**src/rtl/nvmode_pkg.sv**
```systemverilog
// Shared types for the non-volatile mode controller.
// Assumes: all pins active low, sampled synchronously to clk.
package nvmode_pkg;

    // One sample of the four host control pins
    typedef struct packed {
        logic ce_n;
        logic we_n;
        logic oe_n;
        logic ne_n;
    } pins_t;

    localparam int MODE_W = 3;

    // Operating mode; the codes are visible on mode_o
    typedef enum logic [MODE_W-1:0] {
        MODE_STANDBY = 3'd0,
        MODE_READ    = 3'd1,
        MODE_WRITE   = 3'd2,
        MODE_STORE   = 3'd3,
        MODE_RECALL  = 3'd4,
        MODE_NOP     = 3'd5,
        MODE_XFER    = 3'd6
    } mode_t;

    // Reset image of the pin sampler: deselected, and non-volatile enable
    // seen low so that a pin held low through reset yields no falling edge.
    localparam pins_t PINS_RST = '{ce_n: 1'b1, we_n: 1'b1, oe_n: 1'b1, ne_n: 1'b0};

endpackage

```
**src/rtl/nvmode_capture.sv**
```systemverilog
// Pin sampler: registers the control pins through IN_STAGES flops and
// flags a high-to-low transition of non-volatile enable at the last stage.
// Assumes: the pins are already synchronous to clk (no metastability handling
// beyond the stage count chosen by the integrator).
module nvmode_capture
    import nvmode_pkg::*;
#(
    parameter int IN_STAGES = 1
) (
    input  logic  clk,
    input  logic  rst_n,
    input  pins_t pins_i,
    output pins_t pins_o,
    output logic  ne_fall_o
);
    localparam int LAST = IN_STAGES - 1;

    pins_t stage [IN_STAGES];
    logic  ne_prev;

    // Shift the pin sample through the stage chain
    always_ff @(posedge clk) begin
        if (!rst_n) begin
            for (int i = 0; i < IN_STAGES; i++) stage[i] <= PINS_RST;
        end else begin
            stage[0] <= pins_i;
            for (int i = 1; i < IN_STAGES; i++) stage[i] <= stage[i-1];
        end
    end

    // Remember last cycle's non-volatile enable for edge detection
    always_ff @(posedge clk) begin
        if (!rst_n) ne_prev <= 1'b0;
        else        ne_prev <= stage[LAST].ne_n;
    end

    assign pins_o    = stage[LAST];
    assign ne_fall_o = ne_prev & ~stage[LAST].ne_n;

endmodule

```
**src/rtl/nvmode_decode.sv**
```systemverilog
// Mode decoder: maps one pin sample onto an operating mode.
// Assumes: input already registered; purely combinational.
module nvmode_decode
    import nvmode_pkg::*;
(
    input  pins_t pins_i,
    output mode_t mode_o
);
    // Priority: chip enable, then write with non-volatile disabled, then the
    // output-enable / non-volatile pairs
    always_comb begin
        if (pins_i.ce_n)
            mode_o = MODE_STANDBY;
        else if (!pins_i.we_n && pins_i.ne_n)
            mode_o = MODE_WRITE;
        else if (pins_i.we_n && !pins_i.oe_n)
            mode_o = pins_i.ne_n ? MODE_READ : MODE_RECALL;
        else if (!pins_i.we_n && pins_i.oe_n)
            mode_o = MODE_STORE;
        else
            mode_o = MODE_NOP;
    end

endmodule

```
**src/rtl/nvmode_seq.sv**
```systemverilog
// Transfer sequencer: holds the edge arm flag and the busy state, issues
// one-cycle store/recall commands and gates array access while busy.
// Assumes: xfer_done_i is a pulse from the engine; done outside busy is ignored.
module nvmode_seq
    import nvmode_pkg::*;
(
    input  logic  clk,
    input  logic  rst_n,
    input  mode_t mode_i,
    input  logic  ne_fall_i,
    input  logic  xfer_done_i,
    output logic  store_go_o,
    output logic  recall_go_o,
    output logic  busy_o,
    output logic  rd_en_o,
    output logic  wr_en_o,
    output logic  dq_oe_o,
    output mode_t mode_o
);
    logic armed_q;
    logic busy_q;
    logic can_issue;
    logic any_go;

    // A command needs an idle block and an edge seen now or earlier
    assign can_issue   = !busy_q && (armed_q || ne_fall_i);
    assign store_go_o  = can_issue && (mode_i == MODE_STORE);
    assign recall_go_o = can_issue && (mode_i == MODE_RECALL);
    assign any_go      = store_go_o || recall_go_o;

    // Arm on a falling edge while idle; disarm when a command leaves
    always_ff @(posedge clk) begin
        if (!rst_n)                    armed_q <= 1'b0;
        else if (any_go)               armed_q <= 1'b0;
        else if (ne_fall_i && !busy_q) armed_q <= 1'b1;
    end

    // Busy from the cycle after a command until the engine reports done
    always_ff @(posedge clk) begin
        if (!rst_n)           busy_q <= 1'b0;
        else if (any_go)      busy_q <= 1'b1;
        else if (xfer_done_i) busy_q <= 1'b0;
    end

    assign busy_o  = busy_q;
    assign rd_en_o = !busy_q && (mode_i == MODE_READ);
    assign wr_en_o = !busy_q && (mode_i == MODE_WRITE);
    assign dq_oe_o = rd_en_o;
    assign mode_o  = busy_q ? MODE_XFER : mode_i;


    go_exclusive_chk: assert property (@(posedge clk) disable iff (!rst_n)
        $onehot0({store_go_o, recall_go_o}));


    go_single_cycle_chk: assert property (@(posedge clk) disable iff (!rst_n)
        (store_go_o || recall_go_o) |=> !(store_go_o || recall_go_o));


    go_then_busy_chk: assert property (@(posedge clk) disable iff (!rst_n)
        (store_go_o || recall_go_o) |=> busy_o);


    go_disarms_chk: assert property (@(posedge clk) disable iff (!rst_n)
        (store_go_o || recall_go_o) |=> !armed_q);


    busy_quiet_chk: assert property (@(posedge clk) disable iff (!rst_n)
        busy_o |-> !(rd_en_o || wr_en_o || dq_oe_o || store_go_o || recall_go_o));


    busy_holds_arm_chk: assert property (@(posedge clk) disable iff (!rst_n)
        (busy_q && !armed_q) |=> !armed_q);


    nop_quiet_chk: assert property (@(posedge clk) disable iff (!rst_n)
        (mode_i == MODE_NOP) |-> !(rd_en_o || wr_en_o || dq_oe_o || store_go_o || recall_go_o));

endmodule

```
**src/rtl/nvmode_ctrl.sv**
```systemverilog
// Top of the pin-driven non-volatile mode controller: samples the host pins,
// decodes the mode and sequences store/recall commands to a transfer engine.
// Assumes: pins synchronous to clk; engine answers each command with one
// xfer_done pulse.
module nvmode_ctrl
    import nvmode_pkg::*;
#(
    parameter int IN_STAGES = 1
) (
    input  logic              clk,
    input  logic              rst_n,
    input  logic              ce_n,
    input  logic              we_n,
    input  logic              oe_n,
    input  logic              ne_n,
    input  logic              xfer_done,
    output logic              store_go,
    output logic              recall_go,
    output logic              busy,
    output logic              sram_rd_en,
    output logic              sram_wr_en,
    output logic              dq_oe,
    output logic [MODE_W-1:0] mode_o
);
    pins_t pins_raw;
    pins_t pins_q;
    logic  ne_fall;
    mode_t mode_dec;
    mode_t mode_out;

    assign pins_raw = '{ce_n: ce_n, we_n: we_n, oe_n: oe_n, ne_n: ne_n};

    nvmode_capture #(.IN_STAGES(IN_STAGES)) u_capture (
        .clk       (clk),
        .rst_n     (rst_n),
        .pins_i    (pins_raw),
        .pins_o    (pins_q),
        .ne_fall_o (ne_fall)
    );

    nvmode_decode u_decode (
        .pins_i (pins_q),
        .mode_o (mode_dec)
    );

    nvmode_seq u_seq (
        .clk         (clk),
        .rst_n       (rst_n),
        .mode_i      (mode_dec),
        .ne_fall_i   (ne_fall),
        .xfer_done_i (xfer_done),
        .store_go_o  (store_go),
        .recall_go_o (recall_go),
        .busy_o      (busy),
        .rd_en_o     (sram_rd_en),
        .wr_en_o     (sram_wr_en),
        .dq_oe_o     (dq_oe),
        .mode_o      (mode_out)
    );

    assign mode_o = mode_out;


    standby_quiet_chk: assert property (@(posedge clk) disable iff (!rst_n)
        (pins_q.ce_n && !busy) |-> (mode_o == MODE_STANDBY) &&
        !(sram_rd_en || sram_wr_en || dq_oe || store_go || recall_go));


    write_bus_off_chk: assert property (@(posedge clk) disable iff (!rst_n)
        sram_wr_en |-> !dq_oe);


    read_drives_bus_chk: assert property (@(posedge clk) disable iff (!rst_n)
        sram_rd_en |-> dq_oe);

endmodule

```
**config.mk**
```make
export PLATFORM = sky130hd
export DESIGN_NAME = nvmode_ctrl
export DESIGN_NICKNAME = d
export VERILOG_FILES = /design/src/rtl/nvmode_pkg.sv /design/src/rtl/nvmode_capture.sv /design/src/rtl/nvmode_decode.sv /design/src/rtl/nvmode_seq.sv /design/src/rtl/nvmode_ctrl.sv
export SDC_FILE = /design/constraint.sdc
export NUM_CORES = 1
export LEC_CHECK = 0
export BUFFER_PORTS_ARGS = -buffer_cell sky130_fd_sc_hd__buf_2
export CORE_AREA = 10 10 47 49
export CTS_CLUSTER_DIAMETER = 40
export DETAILED_ROUTE_END_ITERATION = 16
export DIE_AREA = 0 0 57 59
export HOLD_SLACK_MARGIN = 0.08
export PLACE_DENSITY = 0.61
export SYNTH_ARGS = -nofsm -noshare
export SYNTH_HDL_FRONTEND = slang
export SYNTH_SLANG_ARGS = --single-unit
```
**constraint.sdc**
```tcl
create_clock -name clk -period 2.4 [get_ports clk]
set_input_delay 0.24 -clock clk [delete_from_list [all_inputs] [get_ports clk]]
set_output_delay 0.24 -clock clk [all_outputs]
set_load 0.005 [all_outputs]
```
==> impl_metrics.tcl, run 1 <==
set metrics [dict create \
    total_power_mw 0.257 \
    drc 0 \
    cp_slowest_cell "or3_4" \
    placed_area_um2 428 \
    first_iter_violations 1 \
    viasPerCell 4.55 \
    worst_ir_drop_vdd_mv 0.213 \
    setup_tns_ns 0 \
    final_area_um2 454 \
    maxCapViolCount 0 \
    cp.arrival_ns 1.38 \
    grt.total_usage_pct 4.97 \
    yosysTopAreaCell "dfxtp_1" \
    crit_fanout 8 \
    portBuffers 15 \
    postCtsResizedCells 0 \
    hold_ws_ns 0.174 \
    setup_viol 0 \
    r2r_start "u_seq.busy_o" \
    p_leak_nw 0.215 \
    path_cells "or3_4 -> nor3b_1 -> buf_2" \
    grt_start_max_net_pins 10 \
    die_w_um 57 \
    postSynthAreaPerCell_um2 9.72 \
    critical_path_class "register to output port" \
    worstHoldStart "oe_n" \
    synth_ff_type "dfxtp_1" \
    powerDensity_nw_per_um2 565 \
    startpoint_type "register" \
    first_global_vias 325 \
    grt_overflow 0 \
    synthDistinctLibCells 17 \
    final_cell_count_no_fill 69 \
    cp-end-kind "output port" \
    whs_endpoint "u_capture.stage[0][1]" \
    initial_utilization_pct 24.3 \
    synth.area.top_cells "dfxtp_1 (41%), nand2b_1 (9.2%), nor4b_1 (5.1%)" \
    worst_pin_slew_ns 0.370 \
    setup_ws_ns 0.777 \
    rrSetupSlack_ns 1.18 \
    synth_edf_count 0 \
    rr_endpoint "u_seq.armed_q" \
    synthTopCellsByCount "dfxtp_1 (7), nand2b_1 (5), nor2_1 (3)" \
    place.gp.congestion 0.659 \
    antenna_found_initial 0 \
    synth.most_common_cell "dfxtp_1" \
    clock-root-buffer "clkbuf_4" \
    htree_levels 1 \
    dp_slack_ns 1.04 \
    drtPass1Iterations 3 \
    postCtsHoldBufs 0 \
    drive_gt1_share_pct 39.6 \
    synth_area_um2 340 \
    holdPathStages 2 \
    netlist_instances 35 \
    clkTransAtPathRegs_ns 0.05 \
    num_rows 14 \
    utilization_pct 32.4 \
    worst-r2r-cell-count 2 \
    die_area_um2 3360 \
    clock_latency_ns 0.24 \
    ys_seq_area_share_pct 41.2 \
    nets 61 \
    num_vias 314 \
    ant_nets 0 \
    diodes 0 \
    slowest_delay_ns 0.43 \
    drt_wl_total_um 823 \
    async_flop_share_pct 0 \
    hold_viol 0 \
    syn_to_final_growth_pct 33.5 \
    cts_tree "yes" \
    dp_cells 65 \
    ios 16 \
    crit_family "simple AND/OR/NAND/NOR gates" \
    critPathBufInv 1 \
    crit_required_ns 2.16 \
    syn_nets 42 \
    cts_buffer_depth 2 \
    grt_pass1_wl_um 1300 \
    slew_viol_final 0 \
    fin_crit_sh_pct 67.6 \
    yosysTopAreaCellShare_pct 41.2 \
    cts_buffers 3 \
    cts_sinks 7 \
    core-area_um2 1400 \
    clock.fmax_mhz 616 \
    status "complete, no violations" \
    ys_ff_latch 7 \
    fin_crit_ns 1.62 \
    clock_skew_ns 0.000681 \
    relSlewSlack_pct 75.0 \
    ys_warn_count 0 \
    wire_per_inst_um 11.9 \
    worstHoldPathType "primary input to register" \
    rsz0062_at_grt "no" \
    post-cts-setup-buffer-count 0 \
    die_height_um 59 \
]
## area by class of cell
cell class / instances / area [µm²]
fill: 166 / 947
tap: 16 / 20.0
timing repair buffer: 15 / 75.1
inverter: 2 / 7.51
clock buffer: 4 / 26.3
multi-input combinational: 25 / 185
sequential: 7 / 140
## power by group
group	total, mW	switching, mW	internal, mW
Combinational	0.0278	0.0121	0.0157
Sequential	0.129	0.00661	0.122
Clock	0.100	0.0374	0.0631
Total	0.257	0.0561	0.201
## worst max path at each step
stage / slack, ns / cells past startpoint / end / start
6_report: 0.78 / 3 / store_go / u_seq.busy_o
5_1_grt: 0.70 / 3 / sram_rd_en / u_capture.stage[0][2]
4_1_cts: 0.76 / 3 / store_go / u_seq.busy_o
3_5_place_dp: 1.04 / 3 / store_go / u_seq.busy_o
3_3_place_gp: 1.01 / 3 / store_go / u_seq.busy_o
2_1_floorplan: 1.11 / 3 / sram_rd_en / u_capture.stage[0][1]
## worst register-to-register path, cell delays in order, from the launching register on
cell     delay, ns
dfxtp_1       0.37
or3_4         0.43
o221a_2       0.30
## metal layers
layer | part of all wire [%] | track usage [%] | up-vias
met3 | 5.3 | 1.93 | 0
met2 | 52 | 8.37 | 10
met5 | 0 | 0 | -
li1 | - | - | 161
met4 | 0 | 4.03 | 0
met1 | 42 | 4.75 | 143
## sequential cells by signal, summed over array words and instances (netlist names)
name	flops
u_capture.ne_prev	1
u_capture.stage	4
u_seq.armed_q	1
u_seq.busy_o	1
## layout by cell type, fill, tap and decap left out
master / synthesis / final
buf_2: 0 / 15
o211a_1: 1 / 1
inv_1: 2 / 2
o41ai_2: 1 / 1
xnor2_1: 1 / 1
nor2_1: 3 / 3
nand3b_1: 1 / 1
clkbuf_1: 0 / 1
nor3b_1: 2 / 2
clkbuf_4: 0 / 3
o31ai_1: 2 / 2
nor4b_1: 2 / 2
nor2b_1: 2 / 2
nand2b_1: 5 / 5
nor3_1: 1 / 1
or3_4: 1 / 1
dfxtp_1: 7 / 7
o221a_2: 1 / 1
and2_1: 2 / 2
## cell families (layout without fill, tap and decap cells)
| group | count (synthesis) | in the layout | share of synthesized area (%) |
|---|---|---|---|
| flops | 7 | 7 | 41.2 |
| simple gates | 19 | 19 | 36.4 |
| buf+inv | 3 | 21 | 4.41 |
| compound gates | 5 | 5 | 15.4 |
| xor+xnor | 1 | 1 | 2.57 |
Power figures use the tool's default switching activity.
==> run 2, diff against run 1 <==
==> constraint.sdc (replaced) <==
create_clock -name clk -period 1.6 [get_ports clk]
set_input_delay 0.16 -clock clk [delete_from_list [all_inputs] [get_ports clk]]
set_output_delay 0.16 -clock clk [all_outputs]
set_load 0.005 [all_outputs]
==> run 2 against run 1 <==
Effect of this change:
- utilization grew 0.18 points
- wire length shrank 3.3%
- worst hold slack worse by 0.078 ns
- first-iteration DRC count stayed put
- critical path type unchanged
- highest routed layer unchanged
- clock skew is essentially flat
- register-to-register slack worse by 0.77 ns
- combinational power grew 49%
- flip-flop and latch count stayed put
- sequential power up 50%
- setup slack got worse by 0.70 ns
- via count is 2.9% lower
==> impl_metrics.tcl, run 2 (same netlist as run 1, synthesis figures left out) <==
set metrics [dict create \
    status "complete, no violations" \
    clock_latency_ns 0.24 \
    drtPass1Iterations 3 \
    cp_slowest_cell "or3_4" \
    grt_pass1_wl_um 1350 \
    cp-end-kind "output port" \
    cts_sinks 7 \
    setup_tns_ns 0 \
    wire_per_inst_um 11.5 \
    core-area_um2 1400 \
    cts_buffer_depth 2 \
    largest_reg_flops 4 \
    total_power_mw 0.384 \
    initial_utilization_pct 24.3 \
    drt_wl_total_um 796 \
    layout_common_cells "buf_2 (15), nand2b_1 (5), dfxtp_1 (5)" \
    clock_skew_ns 0.000884 \
    clkTransAtPathRegs_ns 0.05 \
    critical_path_class "register to output port" \
    hold_ws_ns 0.0964 \
    clock-root-buffer "clkbuf_4" \
    crit_fanout 8 \
    grt_start_max_net_pins 10 \
    postCtsHoldBufs 0 \
    num_vias 305 \
    cts_buffers 3 \
    relSlewSlack_pct 75.9 \
    fin_crit_sh_pct 95.0 \
    path_cells "or3_4 -> nor3b_1 -> buf_2" \
    layout_commonest_cell "buf_2" \
    num_rows 14 \
    met3WireLength_um 40 \
    grt_overflow 0 \
    fillers 160 \
    ios 16 \
    first_global_vias 344 \
    syn_to_final_growth_pct 34.2 \
    htree_levels 1 \
    wl_met2_um 391 \
    crit_required_ns 1.44 \
    viasPerCell 4.42 \
    utilization_pct 32.6 \
    place.gp.congestion 0.659 \
    nets 61 \
    holdPathStages 2 \
    p_leak_nw 0.216 \
    die_area_um2 3360 \
    wl_met1_um 364 \
    fin_crit_ns 1.52 \
    powerDensity_nw_per_um2 841 \
    worst-r2r-cell-count 2 \
    regArea_um2 143 \
    first_iter_violations 1 \
    startpoint_type "register" \
    slew_viol_final 0 \
    portBuffers 15 \
    multi_input_area_um2 185 \
    clock.fmax_mhz 658 \
    antenna_found_initial 0 \
    hold_viol 0 \
    drc 0 \
    worstHoldPathType "primary input to register" \
    die_height_um 59 \
    rsz0062_at_grt "no" \
    cp.arrival_ns 1.36 \
    cts_tree "yes" \
    dpl.hpwl_um 686 \
    slowest_delay_ns 0.42 \
    die_w_um 57 \
    drive_gt1_share_pct 43.4 \
    grt.total_usage_pct 4.88 \
    route.top_layer_used "met3" \
    worst_pin_slew_ns 0.356 \
    worst_ir_drop_vdd_mv 0.331 \
    ant_nets 0 \
    maxCapViolCount 0 \
    largest_register "u_capture.stage" \
    diodes 0 \
    setup_viol 0 \
]
run 2: cell counts in the layout (fill, tap and decap cells not counted):
No cell type changed its count.
run 2: worst max-delay path, delay by kind of cell (launching register included):
kind / cells / cell delay [ns]
and+or+nand+nor: 2 / 0.62
buffers and inverters: 1 / 0.15
DFF: 1 / 0.35
run 2: path summary, 6_finish.rpt:
path / start / end / slack [ns]
worst max register to register: u_seq.busy_o / u_seq.busy_o / 0.41
worst min-delay path: oe_n / u_capture.stage[0][1] / 0.1
worst max-delay path: u_seq.busy_o / store_go / 0.08
worst min register to register: u_seq.armed_q / u_seq.armed_q / 0.53
run 2: routing by layer:
metal,GRT usage [%],vias to the layer above
met2,8.06,10
met5,0,-
met1,5.58,136
met4,2.01,0
met3,1.72,0
li1,-,159
run 2: power breakdown:
part           switching, mW  internal [mW]
clock                 0.0553         0.0945
sequential           0.00981          0.183
combinational         0.0178         0.0236
run 2: layout make-up:
| class | count | share of cell area [%] |
|---|---|---|
| repair buffers | 15 | 16.4 |
| well taps | 16 | 4.38 |
| clock buffers | 4 | 5.75 |
| inverters | 2 | 1.64 |
| multi-input cells | 25 | 40.5 |
| flip-flops and latches | 7 | 31.2 |
run 2: through the flow:
step	area [µm²]	std cells	setup slack, ns
after floorplan	340	35	0.387
after global placement	428	65	0.292
after detailed placement	428	65	0.301
after CTS	454	69	0.0247
after global routing	457	69	0.00852
final	457	69	0.0808
run 2: repair_timing:
action | in CTS | in global routing
buffers inserted | 0 | 0
endpoints found under the hold margin | 0 | 0
gates resized for setup | 0 | 2
endpoints found under the setup margin | 0 | 1
==> run 3, diff against run 2 <==
--- a/config.mk
+++ b/config.mk
@@ -11,7 +11,7 @@
 export DETAILED_ROUTE_END_ITERATION = 16
 export DIE_AREA = 0 0 57 59
 export HOLD_SLACK_MARGIN = 0.08
-export PLACE_DENSITY = 0.61
+export PLACE_DENSITY_LB_ADDON = 0.25
 export SYNTH_ARGS = -nofsm -noshare
 export SYNTH_HDL_FRONTEND = slang
 export SYNTH_SLANG_ARGS = --single-unit
==> constraint.sdc (replaced) <==
create_clock -name clk -period 1.6 [get_ports clk]
set_input_delay 0.32 -clock clk [delete_from_list [all_inputs] [get_ports clk]]
set_output_delay 0.32 -clock clk [all_outputs]
set_load 0.005 [all_outputs]
==> run 3 against run 2 <==
Effect of this change:
- utilization grew 2.8 points
- first-iteration DRC count stayed put
- combinational power is 20% higher
- maximum frequency fell by 4.0%
- via count increased by 6.6%
- setup slack worse by 0.063 ns
- clock power is essentially flat
- global-route usage grew 0.19 points
- total power grew 2.0%
- sequential share of layout area down 2.4 points
- flip-flop and latch count did not move
- die area is the same
==> impl_metrics.tcl, run 3 (same netlist as run 1, synthesis figures left out) <==
set metrics [dict create \
    rrSetupSlack_ns 0.48 \
    setup_viol 0 \
    clock.fmax_mhz 632 \
    fin_crit_ns 1.58 \
    syn_to_final_growth_pct 45.6 \
    ant_nets 0 \
    ios 16 \
    worst_pin_slew_ns 0.310 \
    slowest_delay_ns 0.41 \
    placed_area_um2 443 \
    largest_reg_flops 4 \
    final_cell_count_no_fill 71 \
    largest_register "u_capture.stage" \
    clock-root-buffer "clkbuf_4" \
    dpl.hpwl_um 675 \
    post-cts-setup-buffer-count 0 \
    drt_wl_total_um 809 \
    dp_slack_ns 0.210 \
    die_w_um 57 \
    multi_input_area_um2 209 \
    cp-end-kind "output port" \
    rr_endpoint "u_seq.armed_q" \
    path_cells "or3_4 -> nor3b_2 -> buf_2" \
    worst_ir_drop_vdd_mv 0.459 \
    slew_viol_final 0 \
    place.gp.congestion 0.692 \
    rsz0062_at_grt "yes" \
    first_iter_violations 1 \
    regArea_um2 143 \
    wire_per_inst_um 11.4 \
    seq_power_share_pct 49.0 \
    final_area_um2 495 \
    clock_skew_ns 0.000360 \
    crit_required_ns 1.28 \
    startpoint_type "register" \
    hold_ws_ns 0.257 \
    relSlewSlack_pct 79.2 \
    crit_fanout 4 \
    dp_cells 67 \
    drtPass1Iterations 2 \
    cp_slowest_cell "or3_4" \
    crit_family "simple AND/OR/NAND/NOR gates" \
    status "complete, no violations" \
    drc 0 \
    nets 63 \
    hold_viol 0 \
    antenna_found_initial 0 \
    initial_utilization_pct 24.3 \
    fin_crit_sh_pct 98.9 \
    clock_latency_ns 0.24 \
    portBuffers 15 \
    grt_overflow 0 \
    power.share.switching_pct 22.1 \
    maxCapViolCount 0 \
    cts_sinks 7 \
    worstHoldPathType "primary input to register" \
    p_leak_nw 0.235 \
    cts_buffer_depth 2 \
    critPathLaunch "u_seq.busy_o" \
    internal_power_mw 0.305 \
    cts_buffers 3 \
    diodes 0 \
    critPathBufInv 1 \
    core-area_um2 1400 \
    drive_gt1_share_pct 52.7 \
    layout_commonest_cell "buf_2" \
    total_power_mw 0.392 \
    num_vias 325 \
    clkTransAtPathRegs_ns 0.05 \
    setup_ws_ns 0.0181 \
    fillers 152 \
    viasPerCell 4.58 \
    layout_common_cells "buf_2 (15), dfxtp_1 (5), nand2b_1 (4)" \
    cp.arrival_ns 1.26 \
    critical_path_class "register to output port" \
    cp.depth 3 \
    num_rows 14 \
    die_height_um 59 \
    r2r_start "u_seq.busy_o" \
    p_switching_mw 0.0866 \
    p_clk_share_pct 38.3 \
    crit_end "store_go" \
    grt.total_usage_pct 5.07 \
    power_frac_comb_pct 12.6 \
    die_area_um2 3360 \
    powerDensity_nw_per_um2 791 \
    grt_pass1_wl_um 1350 \
    first_global_vias 330 \
    cts_tree "yes" \
    worst-r2r-cell-count 2 \
    grt_start_max_net_pins 9 \
    htree_levels 1 \
]
==> run 3: power by group through the flow <==
stage	clock network, mW	logic, mW	registers [mW]
2_1_floorplan	0	0.0254	0.194
3_3_place_gp	0	0.0472	0.194
3_5_place_dp	0	0.0469	0.194
4_1_cts	0.161	0.0485	0.191
5_1_grt	0.165	0.0561	0.193
6_report	0.150	0.0496	0.192
==> run 3: worst min path at each step <==
stage | from | end | slack (ns) | depth (start not counted)
global placement | oe_n | u_capture.stage[0][1] | 0.51 | 2
detailed placement | oe_n | u_capture.stage[0][1] | 0.51 | 2
floorplan | rst_n | u_capture.stage[0][1] | 0.39 | 1
finish | oe_n | u_capture.stage[0][1] | 0.26 | 2
global route | we_n | u_capture.stage[0][2] | 0.26 | 2
CTS | oe_n | u_capture.stage[0][1] | 0.25 | 2
==> run 3: what timing repair did <==
item / 4_1_cts / 5_1_grt
pin swaps: 0 / 3
hold buffers: 0 / 0
setup endpoints to repair: 4 / 4
hold endpoints to repair: 0 / 0
resized for setup: 3 / 3
==> run 3: metrics by stage <==
stage / utilization, % / setup TNS (ns)
3_5_place_dp: 31.6 / 0
6_report: 35.4 / 0
3_3_place_gp: 31.6 / 0
2_1_floorplan: - / 0
4_1_cts: 34.4 / -0.0365
5_1_grt: 35.4 / -0.0342
==> run 3: metal layers <==
metal  GRT usage (%)  part of all wire (%)  wire length (µm)  vias to the layer above
li1                -                     -                 -                      164
met1            5.51                    44               355                      148
met2            6.51                    42               341                       13
met3            3.65                    14               112                        0
met4            4.03                     0                 0                        0
met5               0                     0                 0                        -
==> run 3: layout make-up <==
cell class / instances / area share [%]
Tap cell: 16 / 4.04
Inverter: 2 / 1.52
Clock buffer: 4 / 5.30
Timing Repair Buffer: 17 / 18.2
Sequential cell: 7 / 28.8
Multi-Input combinational cell: 25 / 42.2
